<file path="src/rtl/ctl_pkg.sv">
package ctl_pkg;
  localparam int unsigned OP_W = 4;

  localparam logic [OP_W-1:0] OP_MOVL = 4'b0000;
  localparam logic [OP_W-1:0] OP_SETH = 4'b0001;
  localparam logic [OP_W-1:0] OP_STR  = 4'b0100;
  localparam logic [OP_W-1:0] OP_LDR  = 4'b0101;
  localparam logic [OP_W-1:0] OP_ADD  = 4'b1000;
  localparam logic [OP_W-1:0] OP_SUB  = 4'b1001;
  localparam logic [OP_W-1:0] OP_AND  = 4'b1010;
  localparam logic [OP_W-1:0] OP_XOR  = 4'b1011;

  typedef enum logic [1:0] {
    ALU_ADD = 2'd0,
    ALU_SUB = 2'd1,
    ALU_AND = 2'd2,
    ALU_XOR = 2'd3
  } alu_op_e;

  typedef enum logic [1:0] {
    WB_ALU    = 2'd0,
    WB_MEM    = 2'd1,
    WB_IMM_LO = 2'd2,
    WB_IMM_HI = 2'd3
  } wb_sel_e;

  typedef struct packed {
    logic    reg_we;
    logic    mem_we;
    logic    flag_en;
    alu_op_e alu_op;
    wb_sel_e wb_sel;
  } ctl_t;
endpackage

</file>
<file path="src/rtl/ctl_field_split.sv">
module ctl_field_split
  import ctl_pkg::*;
#(
  parameter int unsigned RSEL_W  = 3,
  parameter int unsigned IMM_W   = 8,
  localparam int unsigned INSTR_W = OP_W + 1 + RSEL_W + IMM_W,
  localparam int unsigned OP_LSB  = INSTR_W - OP_W,
  localparam int unsigned CND_BIT = OP_LSB - 1,
  localparam int unsigned RD_LSB  = CND_BIT - RSEL_W,
  localparam int unsigned RA_LSB  = IMM_W / 2
) (
  input  logic [INSTR_W-1:0] instr_i,
  output logic [OP_W-1:0]    op_o,
  output logic               cond_o,
  output logic [RSEL_W-1:0]  rd_o,
  output logic [RSEL_W-1:0]  ra_o,
  output logic [RSEL_W-1:0]  rb_o,
  output logic [IMM_W-1:0]   imm_o
);
  assign op_o   = instr_i[OP_LSB +: OP_W];
  assign cond_o = instr_i[CND_BIT];
  assign rd_o   = instr_i[RD_LSB +: RSEL_W];
  assign ra_o   = instr_i[RA_LSB +: RSEL_W];
  assign rb_o   = instr_i[0 +: RSEL_W];
  assign imm_o  = instr_i[0 +: IMM_W];
endmodule

</file>
<file path="src/rtl/ctl_op_decode.sv">
module ctl_op_decode
  import ctl_pkg::*;
(
  input  logic [OP_W-1:0] op_i,
  output ctl_t            raw_o
);
  always_comb begin
    raw_o = '{reg_we: 1'b0, mem_we: 1'b0, flag_en: 1'b0,
              alu_op: ALU_ADD, wb_sel: WB_ALU};
    unique case (op_i)
      OP_MOVL: begin
        raw_o.reg_we = 1'b1;
        raw_o.wb_sel = WB_IMM_LO;
      end
      OP_SETH: begin
        raw_o.reg_we = 1'b1;
        raw_o.wb_sel = WB_IMM_HI;
      end
      OP_STR: raw_o.mem_we = 1'b1;
      OP_LDR: begin
        raw_o.reg_we = 1'b1;
        raw_o.wb_sel = WB_MEM;
      end
      OP_ADD, OP_SUB, OP_AND, OP_XOR: begin
        raw_o.reg_we  = 1'b1;
        raw_o.flag_en = 1'b1;
        raw_o.alu_op  = alu_op_e'(op_i[1:0]);
      end
      default: ;  // unassigned: no side effects
    endcase
  end
endmodule

</file>
<file path="src/rtl/ctl_exec_gate.sv">
module ctl_exec_gate
  import ctl_pkg::*;
(
  input  logic cond_i,
  input  logic z_flag_i,
  input  ctl_t raw_i,
  output ctl_t gated_o,
  output logic exec_o
);
  logic exec;
  assign exec   = ~cond_i | z_flag_i;
  assign exec_o = exec;

  // selects pass through; only state-changing strobes are masked
  always_comb begin
    gated_o         = raw_i;
    gated_o.reg_we  = raw_i.reg_we  & exec;
    gated_o.mem_we  = raw_i.mem_we  & exec;
    gated_o.flag_en = raw_i.flag_en & exec;
  end
endmodule

</file>
<file path="src/rtl/ctl_decoder.sv">
module ctl_decoder
  import ctl_pkg::*;
#(
  parameter int unsigned RSEL_W  = 3,
  parameter int unsigned IMM_W   = 8,
  localparam int unsigned INSTR_W = OP_W + 1 + RSEL_W + IMM_W
) (
  input  logic [INSTR_W-1:0] instr_i,
  input  logic               z_flag_i,
  output logic               reg_we_o,
  output logic               mem_we_o,
  output logic               flag_en_o,
  output logic [1:0]         alu_op_o,
  output logic [1:0]         wb_sel_o,
  output logic               exec_o,
  output logic [RSEL_W-1:0]  rd_o,
  output logic [RSEL_W-1:0]  ra_o,
  output logic [RSEL_W-1:0]  rb_o,
  output logic [IMM_W-1:0]   imm_o
);
  logic [OP_W-1:0] op;
  logic            cond;
  ctl_t            raw;
  ctl_t            gated;

  ctl_field_split #(.RSEL_W(RSEL_W), .IMM_W(IMM_W)) u_split (
    .instr_i (instr_i),
    .op_o    (op),
    .cond_o  (cond),
    .rd_o    (rd_o),
    .ra_o    (ra_o),
    .rb_o    (rb_o),
    .imm_o   (imm_o)
  );

  ctl_op_decode u_dec (
    .op_i  (op),
    .raw_o (raw)
  );

  ctl_exec_gate u_gate (
    .cond_i   (cond),
    .z_flag_i (z_flag_i),
    .raw_i    (raw),
    .gated_o  (gated),
    .exec_o   (exec_o)
  );

  assign reg_we_o  = gated.reg_we;
  assign mem_we_o  = gated.mem_we;
  assign flag_en_o = gated.flag_en;
  assign alu_op_o  = gated.alu_op;
  assign wb_sel_o  = gated.wb_sel;
endmodule

</file>
<file path="config.mk">
export PLATFORM = sky130hd
export DESIGN_NAME = ctl_decoder
export DESIGN_NICKNAME = d
export VERILOG_FILES = /design/src/rtl/ctl_pkg.sv /design/src/rtl/ctl_field_split.sv /design/src/rtl/ctl_op_decode.sv /design/src/rtl/ctl_exec_gate.sv /design/src/rtl/ctl_decoder.sv
export SDC_FILE = /design/constraint.sdc
export NUM_CORES = 1
export LEC_CHECK = 0
export BUFFER_PORTS_ARGS = -buffer_cell sky130_fd_sc_hd__buf_4
export CORE_AREA = 5 5 42 44
export DETAILED_ROUTE_END_ITERATION = 8
export DIE_AREA = 0 0 47 49
export PLACE_DENSITY = 0.6
export SLEW_MARGIN = 25
export SYNTH_ARGS = -nofsm -noshare
export SYNTH_HDL_FRONTEND = slang
export SYNTH_SLANG_ARGS = --single-unit
</file>
<file path="constraint.sdc">
create_clock -name vclk -period 2.2
set_clock_uncertainty 0.2 [all_clocks]
set_input_delay 0.44 -clock vclk [all_inputs]
set_output_delay 0.44 -clock vclk [all_outputs]
set_load 0.1 [all_outputs]
</file>
== Yosys cells after proc, flatten, opt, wreduce, memory -nomap -nowiden ==
Index checks and enable logic that the tools add are counted.
Storage, ports and cells
  memories: 0
  bits of input ports: 17
  bits in latches: 0
  logic and storage cells: 19
  memory bits (read-only): 0
  bits in writable memories: 0
  bits in registers: 0
Operators by class
  $add $sub $neg: 0
  equality and inequality tests: 7
  shift operators: 0
  $mul: 0
  bitwise operators: 5
  divide/modulo/power cells: 0
  reduce and logical (&&, ||, !) cells: 3
  multiplexer cells: 4
  order comparisons: 0
Operator list (count)
  $eq A4 B4 Y1 const B: 4
  $eq A4 B3 Y1 const B: 2
  $reduce_or A7 Y1: 1
  $pmux W2 S3: 1
  $eq A4 B1 Y1 const B: 1
  $logic_not A4 Y1: 1
  $reduce_or A4 Y1: 1
  $and A1 B1 Y1: 3
  $mux W3: 1
  $mux W1: 2
  $not A1 Y1: 1
  $or A1 B1 Y1: 1

== Logic depth before layout (Yosys ltp) ==
  depth in word-level cells: 4
  gate-level depth with buffers: 2
  gate-level depth less buffers: 2

== Hierarchy ==
From an unflattened synthesis, not the netlist that was laid out.
Second synthesis, totals
  cells, all modules: 39
  area, all modules: 299.0 um^2
Modules (own cells, without submodules)
  ctl_field_split: sequential area each 0.0 um^2, cells an instance 22, area each 165.2 um^2, times used 1
  ctl_op_decode: sequential area each 0.0 um^2, cells an instance 9, area each 68.8 um^2, times used 1
  ctl_exec_gate: sequential area each 0.0 um^2, cells an instance 8, area each 65.1 um^2, times used 1

== Least setup slack after synthesis ==
No wires, ideal clock.
  kind: input-to-output
  start point: input instr_i[11]
  end point: output mem_we_o
  path slack: -1.899 ns
  cell stages on the path: 2
  data arrival time: 3.459 ns
  required time: 1.560 ns
  buffers on the path: 0
  cells stage by stage: nor2b_1 > nor4_1
On the way
  longest elaborated chain between the ends: 3
RTL lines
  start: declaration: RTL line ctl_decoder.sv:8  | input logic [INSTR_W-1:0] instr_i,
  $not A1 Y1: RTL line ctl_exec_gate.sv:11  | assign exec = ~cond_i | z_flag_i;
  $or A1 B1 Y1: RTL line ctl_exec_gate.sv:11
  $and A1 B1 Y1: RTL line ctl_exec_gate.sv:18  | gated_o.mem_we = raw_i.mem_we & exec;
  end: declaration: RTL line ctl_decoder.sv:11  | output logic mem_we_o,
Every way passes these cells.

== Final worst setup path ==
  start point: input z_flag_i
  end point: output exec_o
On the way
  longest elaborated chain between the ends: 1
RTL lines
  start: declaration: RTL line ctl_decoder.sv:9  | input logic z_flag_i,
  $or A1 B1 Y1: RTL line ctl_exec_gate.sv:11
  end: declaration: RTL line ctl_decoder.sv:15  | output logic exec_o,
Every way passes these cells.

==> run_results.csv <==
group,metric,value,unit
die,design.die.area,2300,sq um
yosys,synth_cell_types,9,
sta,post-route-period-util,92.2,%
global_routing,grt_max_degree,7,
sta,worstMarginPinSlew,0.637,ns
yosys,synth.top_cell.area_share,61.4,%
critical_path,critPathSlowestCell,"nor2b_1",
run,maxCapViolations,0,
cells_and_area,area_delta_synth_final,38.6,%
place,post_dp_cell_area,288,sq um
yosys,yosysMostFrequentCell,"buf_4",
critical_path,path_class,"in2out",
global_routing,antenna_found_initial,0,
sta,setup_viol,0,
sta,fin_ws,0.171,ns
yosys,synth_nets,46,
pwr,power.density,346,nW/um^2
global_routing,grt_pass1_vias,150,
yosys,yosys-top-cells-count,"buf_4, nor3b_1, nand2b_1, nor3_1",
cells_and_area,seqCellArea,0,sq um
sta,fin_crit,2.03,ns
critical_path,path_max_fanout,4,
yosys,yosysSeqAreaShare,0,%
route,drt_iter0_markers,1,
cells_and_area,post-route-util,20.5,%
critical_path,worstSetupEndpointType,"primary output",
route,wl_per_cell,11.2,um
route,viasPerCell,3.76,
sta,fin_tns_setup,0,ns
critical_path,slowest_delay,0.50,ns
sta,max_freq,493,MHz
critical_path,cp.arrival,1.39,ns
route,routed_wl,472,um
cells_and_area,antenna_cells,0,
yosys,synth_area_leaders,"buf_4, nor3b_1, a221oi_2",
yosys,syn_area_per_cell,7.16,sq um
pwr,peakVddDrop,0.0697,mV
status,status,"complete, no violations",
sta,hold_viol,0,
clock_tree,post-cts-setup-buffer-count,0,
critical_path,crit_buf_inv,3,
yosys,synth_largest_area_cell,"buf_4",
critical_path,crit_chain,"buf_4, nor2b_1, inv_1, buf_4",
sta,rsz0062_at_grt,"false",
critical_path,path_delay_family,"simple AND/OR/NAND/NOR gates",
sta,maxSlewViolCount,0,
cells_and_area,layout.nets,45,
place,dp.cells,42,
die,initial_core_util,14.8,%
cells_and_area,drive_gt1_share,84.6,%
cells_and_area,nFlopsAndLatches,0,
yosys,yosys_warnings,0,
place,globalplace.congestion,0.541,
yosys,synth_cells,29,
yosys,netlist_area,208,sq um
clock_tree,cts.repair.resized,0,
route,dr.pass1.iters,2,
route,vias,158,
global_routing,grtUsageTotal,3.65,%
critical_path,required,1.56,ns
die,die_y,49,um
die,row_count,14,
pwr,p_leak,0.120,nW
route,ant_nets,0,
clock_tree,hold_buffers,0,
route,drc_errors,0,
critical_path,start_kind,"input pin",
worst_hold_path,hold_path.class,"in2out",
die,io_pins,42,
cells_and_area,nClkBuffers,0,
critical_path,cp_common_cell,"buf_4",
die,core_area,1400,sq um
cells_and_area,stdcell_count,42,
place,pre_cts_slack,0.143,ns
sta,relSlewSlack,57.4,%
cells_and_area,finalInstanceArea,288,sq um
global_routing,grt_first_pass_wirelength,690,um
die,die-width,47,um
place,io_buffer_count,14,
global_routing,overflow,0,
-- stage by stage --
step	total power, mW	hold slack [ns]
2_1_floorplan	0.217	0.785
3_3_place_gp	0.100	0.681
3_5_place_dp	0.101	0.681
4_1_cts	0.101	0.681
5_1_grt	0.104	0.680
6_report	0.0997	0.680
-- final timing paths --
| kind | slack, ns | to | cells after the start | startpoint |
|---|---|---|---|---|
| max | 0.17 | exec_o | 4 | z_flag_i |
| min | 0.68 | imm_o[0] | 0 | instr_i[0] |
-- layout by cell type, fill, tap and decap left out, drive strengths merged --
master,instances
inv,2
nor4,1
nand2b,2
nor3b,3
nor3,2
a221oi,1
buf,14
nor2b,1
-- kinds of logic (layout without fill, tap and decap cells) --
family	Yosys count	count (layout)	share of synthesized area, %
buffers and inverters	19	16	65.1
AND/OR/NAND/NOR	9	9	27.7
AO/OA/AOI/OAI	1	1	7.23
-- final cells by class --
class                      instances  area (sq um)
timing repair buffer              14           105
inverter                           2          7.51
fill                             160          1110
multi-input combinational         10           155
tap                               16          20.0
-- power by group --
part	switching (mW)	leakage, nW	internal, mW
Sequential	0	0	0
Combinational	0.0726	0.120	0.0270
Clock	0	0	0
Total	0.0726	0.120	0.0270
-- metal layers --
metal  vias up  part of all wire (%)  global-route usage, %
li1         72                     -                      -
met4         0                     0                  0.922
met2        10                    49                   6.56
met1        76                    32                   4.14
met5         -                     0                      0
met3         0                    19                  0.738
Power figures use the tool's default switching activity.
